==> config.mk <==
export PLATFORM = sky130hd
export DESIGN_NAME = ext_irq_ctrl
export DESIGN_NICKNAME = d
export VERILOG_FILES = /design/src/rtl/extint_pkg.sv /design/src/rtl/eirq_edge_detect.sv /design/src/rtl/eirq_flag_cell.sv /design/src/rtl/eirq_prio.sv /design/src/rtl/ext_irq_ctrl.sv
export SDC_FILE = /design/constraint.sdc
export NUM_CORES = 1
export LEC_CHECK = 0
export ABC_AREA = 1
export BUFFER_PORTS_ARGS = -buffer_cell sky130_fd_sc_hd__buf_2
export CORE_ASPECT_RATIO = 1.4
export CORE_UTILIZATION = 49
export DETAILED_ROUTE_END_ITERATION = 8
export GPL_TIMING_DRIVEN = 0
export PLACE_DENSITY = 0.76
export SYNTH_ARGS = -nofsm -noshare
export SYNTH_HDL_FRONTEND = slang
export SYNTH_SLANG_ARGS = --single-unit
==> constraint.sdc <==
create_clock -name clk -period 1.2 [get_ports clk]
set_input_delay 0.12 -clock clk [delete_from_list [all_inputs] [get_ports clk]]
set_output_delay 0.12 -clock clk [all_outputs]
set_load 0.01 [all_outputs]
==> src/rtl/extint_pkg.sv <==
// Package: shared constants and types for the external pin interrupt controller.
// Assumes a fixed set of three channels; the first NFULL have full sense fields.
package extint_pkg;
    localparam int NCH   = 3;
    localparam int NFULL = 2;
    localparam int SNS_W = 2 * NFULL + (NCH - NFULL);
    localparam int DW    = 8;

    localparam logic [1:0] ADDR_EN    = 2'd0;
    localparam logic [1:0] ADDR_FLAG  = 2'd1;
    localparam logic [1:0] ADDR_SENSE = 2'd2;

    typedef enum logic [1:0] {
        SNS_LOW  = 2'b00,
        SNS_ANY  = 2'b01,
        SNS_FALL = 2'b10,
        SNS_RISE = 2'b11
    } sense_t;

    // Bit position of a channel in the enable and flag registers.
    function automatic int flag_pos(int ch);
        case (ch)
            0:       return 6;
            1:       return 7;
            default: return 5;
        endcase
    endfunction
endpackage

==> src/rtl/eirq_edge_detect.sv <==
// Module: synchronizes one request pin and decodes the event that its sense field selects.
// Assumes the pin idles high: the synchronizer resets to ones, so no event appears at reset.
module eirq_edge_detect
    import extint_pkg::*;
#(
    parameter int SYNC_STAGES = 2,
    parameter bit FULL_SENSE  = 1'b1,
    parameter int SW          = 2
) (
    input  logic          clk,
    input  logic          rst_n,
    input  logic          pin_i,
    input  logic [SW-1:0] sense_i,
    output logic          event_o,
    output logic          level_mode_o,
    output logic          level_low_o
);
    logic [SYNC_STAGES-1:0] sync_q;
    logic                   prev_q;
    logic                   sample;
    logic                   rise;
    logic                   fall;

    // Shift the pin through the synchronizer and keep one older copy.
    always_ff @(posedge clk) begin
        if (!rst_n) begin
            sync_q <= '1;
            prev_q <= 1'b1;
        end else begin
            sync_q <= {sync_q[SYNC_STAGES-2:0], pin_i};
            prev_q <= sync_q[SYNC_STAGES-1];
        end
    end

    assign sample = sync_q[SYNC_STAGES-1];
    assign rise   = sample & ~prev_q;
    assign fall   = ~sample & prev_q;

    generate
        if (FULL_SENSE) begin : g_full
            // Decode the four-way sense field.
            always_comb begin
                level_mode_o = 1'b0;
                event_o      = 1'b0;
                case (sense_t'(sense_i))
                    SNS_LOW:  level_mode_o = 1'b1;
                    SNS_ANY:  event_o      = rise | fall;
                    SNS_FALL: event_o      = fall;
                    default:  event_o      = rise;
                endcase
            end
        end else begin : g_edge
            // Edge-only channel: one bit picks the direction.
            assign event_o      = sense_i[0] ? rise : fall;
            assign level_mode_o = 1'b0;
        end
    endgenerate

    assign level_low_o = level_mode_o & ~sample;

    // Once in level mode, a low level is reported and never an edge event.
    assert_level_no_event_R7: assert property (@(posedge clk) disable iff (!rst_n)
        level_mode_o |-> !event_o);
endmodule

==> src/rtl/eirq_flag_cell.sv <==
// Module: the flag bit of one channel, with set, write-one clear and acknowledge clear.
// Assumes an event has priority over both clears; level mode forces the flag to zero.
module eirq_flag_cell (
    input  logic clk,
    input  logic rst_n,
    input  logic set_i,
    input  logic clr_wr_i,
    input  logic clr_ack_i,
    input  logic level_mode_i,
    output logic flag_o
);
    logic flag_q;

    // Update the flag: level mode first, then event, then the clears.
    always_ff @(posedge clk) begin
        if (!rst_n) begin
            flag_q <= 1'b0;
        end else if (level_mode_i) begin
            flag_q <= 1'b0;
        end else if (set_i) begin
            flag_q <= 1'b1;
        end else if (clr_wr_i || clr_ack_i) begin
            flag_q <= 1'b0;
        end
    end

    assign flag_o = flag_q;

    assert_level_flag_zero_R7: assert property (@(posedge clk) disable iff (!rst_n)
        level_mode_i |=> !flag_o);
    assert_event_wins_R11: assert property (@(posedge clk) disable iff (!rst_n)
        (set_i && !level_mode_i) |=> flag_o);
    assert_ack_clears_R5: assert property (@(posedge clk) disable iff (!rst_n)
        (clr_ack_i && !set_i) |=> !flag_o);
    assert_w1c_clears_R6: assert property (@(posedge clk) disable iff (!rst_n)
        (clr_wr_i && !set_i) |=> !flag_o);
endmodule

==> src/rtl/eirq_prio.sv <==
// Module: fixed-priority pick among pending channels, lowest channel number first.
// Assumes the pending vector is already qualified by the enables.
module eirq_prio #(
    parameter int N  = 3,
    parameter int IW = 2
) (
    input  logic          clk,
    input  logic          rst_n,
    input  logic [N-1:0]  pend_i,
    output logic          req_o,
    output logic [IW-1:0] idx_o
);
    // Scan from the top so that the lowest pending channel is the one kept.
    always_comb begin
        req_o = 1'b0;
        idx_o = '0;
        for (int i = N - 1; i >= 0; i--) begin
            if (pend_i[i]) begin
                req_o = 1'b1;
                idx_o = IW'(i);
            end
        end
    end

    assert_idx_pending_R10: assert property (@(posedge clk) disable iff (!rst_n)
        req_o |-> pend_i[idx_o]);

    genvar g;
    generate
        for (g = 0; g < N - 1; g++) begin : g_chk
            assert_no_lower_pending_R10: assert property (@(posedge clk) disable iff (!rst_n)
                (req_o && (idx_o > IW'(g))) |-> !pend_i[g]);
        end
    endgenerate
endmodule

==> src/rtl/ext_irq_ctrl.sv <==
// Module: three-channel external pin interrupt controller with enable, flag and sense registers.
// Assumes a single-cycle register write strobe and combinational reads at reg_addr.
module ext_irq_ctrl
    import extint_pkg::*;
#(
    parameter int SYNC_STAGES = 2
) (
    input  logic          clk,
    input  logic          rst_n,
    input  logic [NCH-1:0] pin_in,
    input  logic          gie,
    input  logic          reg_wr,
    input  logic [1:0]    reg_addr,
    input  logic [DW-1:0] reg_wdata,
    output logic [DW-1:0] reg_rdata,
    output logic          irq_req,
    output logic [1:0]    irq_idx,
    input  logic          irq_ack
);
    localparam int IW = 2;

    logic [NCH-1:0]   en_q;
    logic [SNS_W-1:0] sense_q;
    logic [NCH-1:0]   ev;
    logic [NCH-1:0]   lvl_mode;
    logic [NCH-1:0]   lvl_low;
    logic [NCH-1:0]   flag;
    logic [NCH-1:0]   pend;
    logic             wr_en;
    logic             wr_flag;
    logic             wr_sense;

    assign wr_en    = reg_wr && (reg_addr == ADDR_EN);
    assign wr_flag  = reg_wr && (reg_addr == ADDR_FLAG);
    assign wr_sense = reg_wr && (reg_addr == ADDR_SENSE);

    // Hold the sense field, loaded by writes to its address.
    always_ff @(posedge clk) begin
        if (!rst_n) sense_q <= '0;
        else if (wr_sense) sense_q <= reg_wdata[SNS_W-1:0];
    end

    genvar c;
    generate
        for (c = 0; c < NCH; c++) begin : g_ch
            localparam bit FULL = (c < NFULL);
            localparam int SW   = FULL ? 2 : 1;
            localparam int SLO  = FULL ? 2 * c : 2 * NFULL + (c - NFULL);
            localparam int RB   = flag_pos(c);

            // Load this channel's enable bit from its register position.
            always_ff @(posedge clk) begin
                if (!rst_n) en_q[c] <= 1'b0;
                else if (wr_en) en_q[c] <= reg_wdata[RB];
            end

            eirq_edge_detect #(
                .SYNC_STAGES(SYNC_STAGES),
                .FULL_SENSE (FULL),
                .SW         (SW)
            ) u_det (
                .clk         (clk),
                .rst_n       (rst_n),
                .pin_i       (pin_in[c]),
                .sense_i     (sense_q[SLO +: SW]),
                .event_o     (ev[c]),
                .level_mode_o(lvl_mode[c]),
                .level_low_o (lvl_low[c])
            );

            eirq_flag_cell u_flag (
                .clk         (clk),
                .rst_n       (rst_n),
                .set_i       (ev[c]),
                .clr_wr_i    (wr_flag && reg_wdata[RB]),
                .clr_ack_i   (irq_ack && irq_req && (irq_idx == IW'(c))),
                .level_mode_i(lvl_mode[c]),
                .flag_o      (flag[c])
            );

            assign pend[c] = en_q[c] && gie && (lvl_mode[c] ? lvl_low[c] : flag[c]);
        end
    endgenerate

    eirq_prio #(.N(NCH), .IW(IW)) u_prio (
        .clk   (clk),
        .rst_n (rst_n),
        .pend_i(pend),
        .req_o (irq_req),
        .idx_o (irq_idx)
    );

    // Assemble read data for the addressed register.
    always_comb begin
        reg_rdata = '0;
        case (reg_addr)
            ADDR_EN:    for (int i = 0; i < NCH; i++) reg_rdata[flag_pos(i)] = en_q[i];
            ADDR_FLAG:  for (int i = 0; i < NCH; i++) reg_rdata[flag_pos(i)] = flag[i];
            ADDR_SENSE: reg_rdata[SNS_W-1:0] = sense_q;
            default:    reg_rdata = '0;
        endcase
    end

    assert_req_needs_gie_R1: assert property (@(posedge clk) disable iff (!rst_n)
        irq_req |-> gie);
    assert_req_needs_enable_R1: assert property (@(posedge clk) disable iff (!rst_n)
        irq_req |-> en_q[irq_idx]);
    assert_idx_in_range_R10: assert property (@(posedge clk) disable iff (!rst_n)
        irq_req |-> (irq_idx < IW'(NCH)));
endmodule

======== Word-level counts from Yosys, hierarchy flattened ========
Cells that the tools add are included.
word-level totals
  flip-flop bits (word level) ............. 20
operators by class
  $lt $le $gt $ge ......................... 12
  equality and inequality tests ........... 8
  multiplexer cells ....................... 43
  bitwise gates (word level) .............. 19
  reductions and logical operators ........ 34
operator list
  kind                 count
  $ge 32x1->1 const B  6
  $lt 32x5->1 const B  6
  $mux 32              6
  $bwmux 8             4
  $logic_and 1x1->1    22
  $mux 1               20
  $demux 1 s3          6
  $and 8x8->8          2
  $pmux 5 s3           1
  $and 1x1->1          8
  $eq 2x1->1 const B   4
  $eq 2x2->1 const B   4
  $logic_not 2->1      4
  $not 1->1            7
  $mux 2               3
  $pmux 1 s3           2
  $pmux 3 s2           1
  $reduce_bool 2->1    3
  $reduce_or 2->1      2
  $logic_or 1x1->1     3
  $or 1x1->1           2

======== Depth between registers and ports, before layout ========
  depth after elaboration ................. 12
  gate-level depth with buffers ........... 8
  gate-level depth less buffers ........... 8

======== By module ========
From an unflattened synthesis, not the netlist that was laid out.
unflattened totals
  cell total of the unflattened synthesis .. 184
  area, all modules ....................... 1173.6 µm²
modules (own cells, without submodules)
  module                                 times used  cells each  area an instance (µm²)  sequential area each (µm²)
  ext_irq_ctrl                           1           94          544.3                   160.2
  eirq_edge_detect at g_ch[0].u_det ...  2           21          151.4                   60.1
  eirq_flag_cell                         3           8           57.6                    20.0
  eirq_edge_detect at g_ch[2].u_det      1           17          122.6                   60.1
  eirq_prio                              1           7           31.3                    0.0

======== Least setup slack after synthesis ========
OpenSTA, ideal clock, no wires.
  kind .................................... reg2reg
  start point ............................. reg g_ch[1].u_det.prev_q
  end point ............................... reg g_ch[1].u_flag.flag_q
  setup time .............................. 0.066 ns
  arrival ................................. 1.011 ns
  data required time ...................... 1.134 ns
  path slack .............................. 0.123 ns
  cell stages (with the launch flop) ...... 6
  buffers on the path ..................... 0
  period minus slack after synthesis ...... 1.077 ns
  path through ............................ dfxtp_1 -> inv_1 -> ha_1 -> o211ai_1 -> o21ai_0 -> a21oi_2
on the way
  longest elaborated chain between the ends .. 5
ends and longest elaborated chain
  item                                                line                    text
  from (decl)                                         eirq_edge_detect.sv:19  logic prev_q;
  from (signal assigned)                              eirq_edge_detect.sv:31  prev_q <= sync_q[SYNC_STAGES-1];
  $not 1->1                                           eirq_edge_detect.sv:36  assign rise = sample & ~prev_q;
  $and 1x1->1                                         eirq_edge_detect.sv:36
  $or 1x1->1                                          eirq_edge_detect.sv:47  SNS_ANY: event_o = rise | fall;
  $pmux 1 s3 (*)                                      eirq_edge_detect.sv:45  case (sense_t'(sense_i))
  $mux 1 / $reduce_bool 2->1 (equally long branches)  n/a
  to (signal assigned)                                eirq_flag_cell.sv:19    flag_q <= 1'b0;
  to (signal assigned)                                eirq_flag_cell.sv:21    flag_q <= 1'b1;
  to (signal assigned)                                eirq_flag_cell.sv:23    flag_q <= 1'b0;
  to (decl)                                           eirq_flag_cell.sv:12    logic flag_q;
Mark *: on every way between the ends. The rest lies on a longest branch, timed or not.
A chain may end at the register's enable or synchronous reset.

======== Final worst setup path ========
  start point ............................. reg sense_q[3]
  end point ............................... out irq_idx[0]
on the way
  longest elaborated chain between the ends .. 7
ends and longest elaborated chain
  item                      line                    text
  from (decl)               ext_irq_ctrl.sv:23      logic [SNS_W-1:0] sense_q;
  from (signal assigned)    ext_irq_ctrl.sv:40      else if (wr_sense) sense_q <= reg_wdata[SNS_W-1:0];
  $logic_not 2->1 (*)       eirq_edge_detect.sv:45
  $mux 1 (*)                eirq_edge_detect.sv:45
  $and 1x1->1               eirq_edge_detect.sv:59  assign level_low_o = level_mode_o & ~sample;
  $mux 1 (*)                ext_irq_ctrl.sv:81      assign pend[c] = en_q[c] && gie && (lvl_mode[c] ? lvl_low[c] : flag[c]);
  $logic_and 1x1->1 (*)     ext_irq_ctrl.sv:81
  $mux 2 (*) (2 in series)  eirq_prio.sv:18         if (pend_i[i]) begin
  to (decl)                 ext_irq_ctrl.sv:17      output logic [1:0] irq_idx,
Marked as above.

==> results.ini <==
[layout]
num_antenna_cells=0
layout-drive-gt1-share_pct=32.6
multi_input_area_um2=467
utilization_pct=68.7
syn_to_final_growth_pct=27.4
fin_nets=195
seq_area_um2=409
fin_area_mm2=0.00124
fillers=160

[route]
dr_wl_met3_um=86
dr_wl_met2_um=1020
routed_wl_um=1950
viasPerCell=5.03
met1Wirelength_um=795
vias=966
wl_per_cell_um=10.2
top_layer_used=met4
ant_nets=0
drt-initial-drc-count=11
dr.pass1.iters=4
drc=0

[timing]
tightest_slew_ns=0.297
drv_slew=0
layout_setup_ws_ns=-0.202
rsz0062_at_grt=yes
clock_skew_ns=0.00879
timing.fmax_ghz=0.713
whs_ns=0.0568
setup_viol=3
period_minus_slack_ns=1.40
hold_violations=0
period_share_pct=117
slew-limit-headroom_pct=80.2

[synthesis]
postSynthCellCount=136
syn_area_um2=971
avgSynthCellArea_um2=7.14
yosys-top-cells-area=dfxtp_1 41%, inv_1 10%, nand2_1 10%, o21ai_0 6.7%, nor2_1 5.4%
yosysTopAreaCell=dfxtp_1
yosysTopAreaCellShare_pct=41.2
synth-seq-area-share_pct=41.2
synth_cell_type_count=20
ys_warn_count=0
synth.net_count=158
ys_ff_latch=20

[clock_tree]
cts_made_buffers=3
clk_pin_slew_worst_paths_ns=0.12
cts-root-buf=clkbuf_4
clock-sinks=20
h-tree-depth=1
cts_tree=done
clk_latency_ns=0.31
clockBufferDepth=2

[place]
io_buffers=28
dp_hpwl_um=1500
gp_congestion=0.756
placed_area_mm2=0.00114

[run_status]
outcome=finished, violations left
violations=negative setup slack

[worst_setup_path]
startpoint_type=flip-flop
required_ns=1.08
crit_path_end_kind=primary output
critPathArrivalTime_ns=1.28
crit_type=reg2out
crit_fanout=4

[floorplan]
die-area_mm2=0.00217
fp-row-count=18
start_util_pct=53.9
die_h_um=54.7
io_pins=29
die_w_um=39.6
core_region_area_mm2=0.00180

[grt]
grt_pass1_wl_um=3160
antenna_found_initial=0
grt_pass1_vias=827
track_usage_pct=21.6
grt_max_degree=13
grt.overflow.total=0

[job]
cap_violations=0

[power_and_ir_drop]
ir_worst_vdd_mv=1.35
powerDensity_mw_per_mm2=1170
p_leak_uw=0.000633

[hold_path]
hold_class=in2reg

synth_stat cells:
library cell and instances:
o211ai_1 1, nand3b_1 1, a31oi_1 2, nor2_1 14
inv_1 27, buf_2 1, or2_2 6, o21ai_2 1
o22ai_1 2, a21oi_1 8, nand3_2 2, ha_1 4
nand2_2 1, dfxtp_1 20, o21ai_0 13, nor2_2 1
nand3_1 2, nand4_1 2, nand2_1 26, a21oi_2 2
power by group:
group | switching [uW] | total (uW) | internal [uW]
Sequential | 19.4 | 716 | 696
Combinational | 98.4 | 177 | 79.0
Clock | 215 | 553 | 338
Total | 333 | 1450 | 1110
cells in the final DEF (no fill, tap or decap):
master	instances
a21oi_1	8
a21oi_2	2
a31oi_1	2
buf_2	29
buf_4	1
bufinv_16	1
clkbuf_4	3
dfxtp_1	13
dfxtp_2	7
dlygate4sd3_1	3
ha_1	4
inv_1	26
inv_2	1
nand2_1	26
nand2_2	1
nand3_1	2
nand3_2	2
nand3b_1	1
nand4_1	2
nor2_1	13
nor2_2	2
o211ai_1	1
o21ai_0	11
o21ai_1	2
o21ai_2	1
o22ai_1	2
or2_2	6
cells by family after synthesis:
family / Yosys count / synth area share, %
and+or+nand+nor: 55 / 25.8
buffers and inverters: 28 / 11.0
AOI/OAI and AO/OA: 29 / 16.9
adders and majority gates: 4 / 5.15
DFF: 20 / 41.2
per-layer routing:
metal / GRT usage, % / up-vias
li1: - / 501
met1: 21.8 / 434
met2: 40.7 / 26
met3: 3.66 / 5
met4: 10.3 / 0
met5: 0 / -
state kept, by name (all words and copies together) (netlist names):
| register | flops |
|---|---|
| en_q | 3 |
| sense_q | 5 |
| g_ch.u_det.sync_q | 6 |
| g_ch.u_det.prev_q | 3 |
| g_ch.u_flag.flag_o | 3 |
layout make-up:
class                           instances  share of cell area [%]
Multi-Input combinational cell         88                    37.7
Buffer                                  1                   0.404
Sequential cell                        20                    33.1
Inverter                               27                    8.19
Clock buffer                            3                    1.82
Tap cell                               20                    2.02
Timing Repair Buffer                   32                    14.4
Clock inverter                          1                    2.43
timing repair:
item	4_1_cts	5_1_grt
hold buffers	3	0
setup endpoints to repair	5	7
cloned	0	0
pin swaps	2	1
endpoints found under the hold margin	3	0
buffers inserted	1	0
gates resized for setup	5	6
critical path: stages (launching register included):
cell and delay [ns]:
dfxtp_2 0.36, nor2_2 0.10, inv_1 0.06, nand2_1 0.07, nand3_2 0.09, a31oi_1 0.15
buf_2 0.15
stage by stage:
| step | setup TNS (ns) | total power, uW | cells | worst slack [ns] |
|---|---|---|---|---|
| floorplan | 0 | 830 | 136 | 0.123 |
| global placement | 0 | 888 | 184 | 0.0800 |
| detailed placement | 0 | 894 | 184 | 0.0310 |
| CTS | -0.525 | 1450 | 192 | -0.212 |
| global route | -0.892 | 1510 | 192 | -0.349 |
| finish | -0.503 | 1450 | 192 | -0.202 |
worst paths after layout:
kind,depth (start not counted),slack [ns],endpoint,startpoint
setup / recovery,6,-0.20,irq_idx[0],sense_q[3]$_SDFFE_PN0P_
hold / removal,3,0.06,en_q[1]$_SDFFE_PN0P_,reg_wdata[7]
setup reg to reg,5,0.07,g_ch[1].u_flag.flag_o$_SDFFE_PP0P_,g_ch[1].u_det.prev_q$_SDFF_PN1_
hold reg to reg,1,0.43,g_ch[2].u_det.sync_q[1]$_SDFF_PN1_,g_ch[2].u_det.sync_q[0]$_SDFF_PN1_
Note: power is estimated with default switching activity, not from simulation.
